$ cat config.mk
export PLATFORM = sky130hd
export DESIGN_NAME = baud_tick_gen
export DESIGN_NICKNAME = d
export VERILOG_FILES = /design/src/rtl/baudgen_pkg.sv /design/src/rtl/baudgen_regs.sv /design/src/rtl/baudgen_prescale.sv /design/src/rtl/baudgen_divider.sv /design/src/rtl/baud_tick_gen.sv
export SDC_FILE = /design/constraint.sdc
export NUM_CORES = 1
export LEC_CHECK = 0
export BUFFER_PORTS_ARGS = -buffer_cell sky130_fd_sc_hd__buf_2
export CAP_MARGIN = 20
export CORE_ASPECT_RATIO = 1.5
export CORE_MARGIN = 2
export CORE_UTILIZATION = 60
export CTS_CLUSTER_DIAMETER = 150
export DETAILED_ROUTE_END_ITERATION = 6
export GPL_TIMING_DRIVEN = 0
export PLACE_DENSITY = 0.79
export SYNTH_ARGS = -nofsm -noshare
export SYNTH_HDL_FRONTEND = slang
export SYNTH_SLANG_ARGS = --single-unit
$ cat constraint.sdc
create_clock -name clk -period 5.4 [get_ports clk]
set_clock_uncertainty 0.15 [all_clocks]
set_input_delay 0.81 -clock clk [delete_from_list [all_inputs] [get_ports clk]]
set_output_delay 0.81 -clock clk [all_outputs]
set_load 0.05 [all_outputs]
$ cat src/rtl/baudgen_pkg.sv
package baudgen_pkg;

  // Length in system cycles of the current prescaler period.
  // Code P gives the ratio (P+2)/2. An odd code alternates between the
  // short period (phase 0) and the long period (phase 1).
  function automatic int unsigned pre_period(int unsigned code, bit phase);
    int unsigned half;
    half = code >> 1;
    if (code[0] == 1'b0) return half + 1;
    else if (phase)      return half + 2;
    else                 return half + 1;
  endfunction

  // Effective divisor: a divisor of 0 counts as 1.
  function automatic int unsigned eff_div(int unsigned d);
    return (d == 0) ? 1 : d;
  endfunction

endpackage

$ cat src/rtl/baudgen_regs.sv
module baudgen_regs #(
  parameter int PRE_W   = 8,
  parameter int DIV_W   = 16,
  parameter int RST_PRE = 0,
  parameter int RST_DIV = 1
) (
  input  logic             clk,
  input  logic             rst_n,
  input  logic             wr_en,
  input  logic             wr_sel,
  input  logic [DIV_W-1:0] wr_data,
  output logic [PRE_W-1:0] pre_code,
  output logic [DIV_W-1:0] div_val,
  output logic             restart
);

  localparam logic [PRE_W-1:0] PRE_INIT = PRE_W'(RST_PRE);
  localparam logic [DIV_W-1:0] DIV_INIT = DIV_W'(RST_DIV);

  always_ff @(posedge clk or negedge rst_n) begin
    if (!rst_n) begin
      pre_code <= PRE_INIT;
      div_val  <= DIV_INIT;
    end else if (wr_en) begin
      if (wr_sel) div_val  <= wr_data;
      else        pre_code <= wr_data[PRE_W-1:0];
    end
  end

  // A write to either register restarts both stages at the same edge.
  assign restart = wr_en;

endmodule

$ cat src/rtl/baudgen_prescale.sv
module baudgen_prescale #(
  parameter int PRE_W = 8
) (
  input  logic             clk,
  input  logic             rst_n,
  input  logic             restart,
  input  logic [PRE_W-1:0] code,
  output logic             tick,
  output logic [PRE_W-1:0] cnt,
  output logic             phase,
  output logic [PRE_W-1:0] period
);

  localparam logic [PRE_W-1:0] ONE = PRE_W'(1);

  assign period = PRE_W'(baudgen_pkg::pre_period(32'(code), phase));
  assign tick   = (cnt == period - ONE);

  always_ff @(posedge clk or negedge rst_n) begin
    if (!rst_n) begin
      cnt   <= '0;
      phase <= 1'b0;
    end else if (restart) begin
      cnt   <= '0;
      phase <= 1'b0;
    end else if (tick) begin
      cnt   <= '0;
      phase <= ~phase;
    end else begin
      cnt   <= cnt + ONE;
    end
  end

endmodule

$ cat src/rtl/baudgen_divider.sv
module baudgen_divider #(
  parameter int DIV_W = 16
) (
  input  logic             clk,
  input  logic             rst_n,
  input  logic             restart,
  input  logic             pre_tick,
  input  logic [DIV_W-1:0] div_val,
  output logic             tick,
  output logic [DIV_W-1:0] cnt,
  output logic [DIV_W-1:0] div_eff
);

  localparam logic [DIV_W-1:0] ONE = DIV_W'(1);

  assign div_eff = DIV_W'(baudgen_pkg::eff_div(32'(div_val)));
  assign tick    = pre_tick && (cnt == div_eff - ONE);

  always_ff @(posedge clk or negedge rst_n) begin
    if (!rst_n)        cnt <= '0;
    else if (restart)  cnt <= '0;
    else if (tick)     cnt <= '0;
    else if (pre_tick) cnt <= cnt + ONE;
  end

endmodule

$ cat src/rtl/baud_tick_gen.sv
module baud_tick_gen #(
  parameter int PRE_W   = 8,
  parameter int DIV_W   = 16,
  parameter int RST_PRE = 0,
  parameter int RST_DIV = 1
) (
  input  logic             clk,
  input  logic             rst_n,
  input  logic             wr_en,
  input  logic             wr_sel,
  input  logic [DIV_W-1:0] wr_data,
  output logic             pre_tick,
  output logic             baud_tick
);

  // Named internal events, brought out for the checker.
  logic [PRE_W-1:0] pre_code;
  logic [DIV_W-1:0] div_val;
  logic             restart;
  logic             pre_tick_raw;
  logic             baud_tick_raw;
  logic [PRE_W-1:0] pre_cnt;
  logic             pre_phase;
  logic [PRE_W-1:0] pre_period_w;
  logic [DIV_W-1:0] div_cnt;
  logic [DIV_W-1:0] div_eff_w;

  baudgen_regs #(
    .PRE_W(PRE_W), .DIV_W(DIV_W), .RST_PRE(RST_PRE), .RST_DIV(RST_DIV)
  ) u_regs (
    .clk(clk), .rst_n(rst_n), .wr_en(wr_en), .wr_sel(wr_sel),
    .wr_data(wr_data), .pre_code(pre_code), .div_val(div_val),
    .restart(restart)
  );

  baudgen_prescale #(.PRE_W(PRE_W)) u_pre (
    .clk(clk), .rst_n(rst_n), .restart(restart), .code(pre_code),
    .tick(pre_tick_raw), .cnt(pre_cnt), .phase(pre_phase),
    .period(pre_period_w)
  );

  baudgen_divider #(.DIV_W(DIV_W)) u_div (
    .clk(clk), .rst_n(rst_n), .restart(restart), .pre_tick(pre_tick_raw),
    .div_val(div_val), .tick(baud_tick_raw), .cnt(div_cnt),
    .div_eff(div_eff_w)
  );

  assign pre_tick  = pre_tick_raw  & rst_n;
  assign baud_tick = baud_tick_raw & rst_n;

endmodule

# After elaboration in Yosys (flattened, before gate mapping)

Index checks and enable logic that the tools add are counted.

Bits in registers: 49
Input bits: 20
Output and inout port bits: 2
Logic and storage cells: 33

Add/subtract/negate cells: 6
Eq/ne operators: 2
Mux-type cells: 10
Bitwise logic cells: 4
Reduce and logical (&&, ||, !) cells: 6

Operators by type and width:

| kind                    | count |
|---|---|
| $mux W16                | 4 |
| $mux W8                 | 4 |
| $add A16 B1 Y16 const B | 1 |
| $eq A16 B16 Y1          | 1 |
| $logic_not A16 Y1       | 1 |
| $sub A16 B1 Y16 const B | 1 |
| $add A7 B1 Y8 const B   | 1 |
| $add A7 B2 Y8 const B   | 1 |
| $add A8 B1 Y8 const B   | 1 |
| $eq A8 B8 Y1            | 1 |
| $sub A8 B1 Y8 const B   | 1 |
| $reduce_and A2 Y1       | 2 |
| $reduce_bool A3 Y1      | 1 |
| $and A1 B1 Y1           | 2 |
| $mux W1                 | 2 |
| $not A1 Y1              | 2 |
| $reduce_bool A2 Y1      | 1 |
| $logic_and A1 B1 Y1     | 1 |

# Logic depth before layout (Yosys ltp)

Depth in word-level cells: 8
Depth in mapped cells: 15
Depth with buffers taken out: 12

# Modules after synthesis

A second synthesis with hierarchy kept.

Cell total of the unflattened synthesis: 395
Area total of the unflattened synthesis: 3,584.7 um^2

By module, submodules not included:

| module           | times used | cells each | area an instance (um^2) |
|---|---|---|---|
| baudgen_divider  | 1          | 233        | 1,695.4 |
| baudgen_prescale | 1          | 107        | 969.7 |
| baudgen_regs     | 1          | 53         | 907.1 |
| baud_tick_gen    | 1          | 2          | 12.5 |

# Worst setup path after synthesis

No wires, ideal clock.

Kind: register to output
From: register u_regs.div_val[4]
To: output baud_tick
Arrival time: 3.474 ns
Path slack: 0.966 ns
Cell stages (with the launch flop): 12
Path through: dfrtp_1 clkbuf_1 or4_1 nor4_1 a21oi_1 ha_1 xor2_1 xnor2_1 nand2_1 or3b_2 nor4_1 and4_1

Cells in the longest elaborated chain, start to end: 6

RTL lines:

| item                    | line                  | text |
|---|---|---|
| start, declared         | baudgen_regs.sv:13    | `output logic [DIV_W-1:0] div_val,` |
| start signal, assigned  | baudgen_regs.sv:25    | `if (wr_sel) div_val <= wr_data;` |
| $logic_not A16 Y1       | baudgen_pkg.sv:16     | `return (d == 0) ? 1 : d;` |
| $mux W16 (*)            | baudgen_pkg.sv:16     |  |
| $sub A16 B1 Y16 (*)     | baudgen_divider.sv:17 | `assign tick = pre_tick && (cnt == div_eff - ONE);` |
| $eq A16 B16 Y1 (*)      | baudgen_divider.sv:17 |  |
| $logic_and A1 B1 Y1 (*) | baudgen_divider.sv:17 |  |
| $and A1 B1 Y1 (*)       | baud_tick_gen.sv:49   | `assign baud_tick = baud_tick_raw & rst_n;` |
| end, declared           | baud_tick_gen.sv:13   | `output logic baud_tick` |

Every way passes the cells marked *; elsewhere a longest branch is shown, timed or not.

# Final worst setup path

Ends and elaborated chain as after synthesis.

==> impl_summary.txt <==
----------------------------------------------------
[Run status]
  Outcome ... finished, final reports clean

[Placement]
  GPL Wtd Cong ... 0.890
  Number of port buffers ... 21
  Detail Placement HPWL ... 6800 um

[Cells and area]
  Final core utilization ... 68.0%
  Most frequent standard cell in the layout excluding fill and tap cells ... dfrtp_1
  Ratio of cells with drive above 1 in the final layout ... 18.3%
  Number of diodes ... 0
  Total area of multi-input combinational cells ... 0.00226 mm^2
  Commonest cells after routing, fill and taps aside ... dfrtp_1 (48), nand2_1 (25), mux2_2 (25)
  Filler cell count ... 506
  Area delta synth->final ... 9.46%
  Storage element area ... 0.00123 mm^2
  Final net count ... 446

[Synthesis]
  Post-synthesis instance area ... 0.00360 mm^2
  Number of synthesized flops with an enable pin ... 0
  Avg Synthesized Cell Area ... 9.20 um^2
  Synthesized net count ... 417
  Register bit total from synthesis ... 49
  Predominant post-synthesis flop cell ... dfrtp_1
  Portion of synthesized cell area occupied by the leading cell type ... 33.4%
  Proportion of synthesized chip area in sequential cells ... 34.1%
  Number of cells produced by synthesis ... 391
  Library cell occupying the most area in the post-synthesis netlist ... dfrtp_1
  Leading post-synthesis cells by cell area ... dfrtp_1 (33%), mux2_2 (7.8%), xnor2_1 (4.4%), xor2_1 (2.9%), nand2_1 (2.6%)
  Count of warnings emitted by yosys ... 0
  Number of different library cells in the post-synthesis netlist ... 64
  Async set-reset flop share out of synthesis ... 100%

[Floorplan]
  I/O pin total ... 22
  Vert. Die Dim ... 98.8 um
  Initial standard-cell utilization of the core ... 62.2%
  Standard-cell row count ... 34
  Chip Width ... 67.2 um
  Die area ... 0.00664 mm^2
  Area inside the core boundary ... 0.00579 mm^2

[Critical path]
  Startpoint-to-endpoint class of the critical path ... reg2out
  Arrival time worst endpoint ... 4.10 ns
  Worst-path cell with the longest stage delay ... or4_1
  Cell depth of the worst flop-to-flop path ... 14
  Highest cell delay on the worst timing path ... 0.68 ns
  Worst setup SP type ... flip-flop
  Most common cell type on the critical path ... nor4_2
  CP Capture Type ... output pin
  Largest fanout on the critical path ... 9
  Endpoint required time on the critical path ... 4.44 ns
  CP cell instances ... clkbuf_1, or4_1, nor4_2, a21oi_1, ha_1, xor2_1, xnor2_1, nand2_1, or3b_2, nor4_2, and4_1, buf_2

[Pwr]
  PnR Total Power ... 0.985 mW
  Leakage power ... 1.49 nW
  Maximum VDD drop ... 0.185 mV
  Power density over cell area ... 250 mW/mm^2

[Clocking]
  Clock sinks ... 49
  H-tree Lvls ... 2
  Worst skew pair latency ... 0.32 ns
  Buffer type at the clock tree root ... clkbuf_8
  Number of buffers between clock root and the deepest sink ... 2
  Clock tree from TritonCTS ... done
  CTS clock-pin slew for the worst setup and hold paths ... 0.09 ns
  Num CTS Buffers ... 5

[GRT]
  Global-route usage over all layers ... 29.8%
  Global route total overflow ... 0
  Maximum number of pins on one net before global-route repair ... 52
  Wire length of the first global-routing pass ... 15200 um
  Number of antenna violations at the first check in global routing ... 0
  Number of global-route vias before repair ... 3330

[STA]
  Total negative setup slack ... 0 ns
  Slew at the pin with the worst max-slew slack ... 0.903 ns
  Number of hold-slack violations in the final timing report ... 0
  Count of final max-slew check failures ... 0
  Final Setup Violations ... 0
  Fin crit period ... 5.06 ns
  Worst rel slew slack ... 39.3%
  Fmax achieved ... 0.198 GHz
  RSZ-0062 raised after global routing ... no
  Ratio of final minimum period to clock period ... 93.7%

[Routing]
  Drc violations ... 0
  Drt pass-1 iters ... 5
  Vias after detailed routing ... 3381
  Post-DR wirelength/cell ... 19.2 um
  Antenna-violating nets left ... 0
  Sum of routed wire length over all layers ... 9460 um
  Via density per instance ... 6.86
  1st-iter DRT viols ... 237

[Min path]
  Hold Crit Class ... in2async

[Run]
  Maximum Capacitance Violations ... 0

----------------------------------------------------
-- repair_timing --
action,CTS,global route
hold buffers,0,0
setup endpoints to repair,0,1
buffers inserted,0,0
gates resized for setup,0,3
-- area by class of cell --
type / count / area share, %
tap: 72 / 2.29
timing repair buffer: 22 / 3.18
sequential: 49 / 31.2
clock buffer: 6 / 1.84
multi-input combinational: 313 / 57.4
buffer: 17 / 2.10
clock inverter: 2 / 0.890
inverter: 12 / 1.14
-- report_power, final --
part / internal (mW) / switching (mW)
Combinational: 0.119 / 0.152
Clock: 0.138 / 0.128
Sequential: 0.397 / 0.0507
Total: 0.654 / 0.331
-- sequential cells by signal, indices dropped and copies added, names as in the netlist --
register and flops:
u_pre.phase 1, u_pre.cnt 8, u_regs.div_val 16, u_div.cnt 16, u_regs.pre_code 8
-- cells in the mapped netlist (7+ instances only) --
cell and n:
nor2_1 16, o211ai_1 7, xnor2_1 18, nor4_1 8, clkbuf_1 12, mux2_2 25
nand3_1 18, o21ai_0 9, a21oi_1 18, dfrtp_1 48, nor3_1 18, o311ai_0 9
nand2_1 25, or3_1 12, inv_1 12, xor2_1 12, and3_1 13, a211oi_1 10
-- through the flow --
stage	hold WS, ns	cells	setup slack, ns	instance area (um^2)
4_1_cts	0.371	492	0.0678	3900
3_5_place_dp	0.358	484	0.435	3790
2_1_floorplan	0.317	391	0.966	3600
6_report	0.278	493	0.341	3940
3_3_place_gp	0.353	484	0.488	3790
5_1_grt	0.303	493	0.0919	3940
-- per-layer routing --
metal  global-route usage [%]  part of all wire [%]  vias up  routed length [um]
li1                         -                     -     1559                   -
met1                     33.5                    38     1653                3580
met2                     53.0                    53      122                5040
met3                     3.42                   3.6       47                 341
met4                     16.0                   5.2        0                 494
met5                        0                     0        -                   0
-- cell families (layout without fill, tap and decap cells) --
group,after synthesis,in the layout,synth area share [%]
buf+inv,29,59,3.55
simple gates,150,150,24.0
xor+xnor,30,30,7.31
compound gates,98,98,19.8
flops,49,49,34.1
mux,29,29,9.08
fa+ha+maj,6,6,2.09
-- worst paths after layout --
path / startpoint / end / slack, ns
max: u_regs.div_val[4] / baud_tick / 0.34
min: rst_n / u_regs.div_val[8] / 0.28
max reg2reg: u_regs.div_val[4] / u_div.cnt[8] / 0.80
min reg2reg: u_pre.cnt[0] / u_pre.cnt[0] / 0.37
max in group asynchronous: rst_n / u_div.cnt[1] / 4.30
min in group clk: u_pre.cnt[0] / u_pre.cnt[0] / 0.37
-- critical path: cells and delay by family (launching register included) --
family | cells | cell delay (ns)
adders and majority gates | 1 | 0.27
AOI/OAI and AO/OA | 1 | 0.12
and+or+nand+nor | 6 | 2.23
xor gates and xnor gates | 2 | 0.33
DFF | 1 | 0.37
buffers and inverters | 2 | 0.46
No activity file was read; power rests on OpenSTA's default activity.
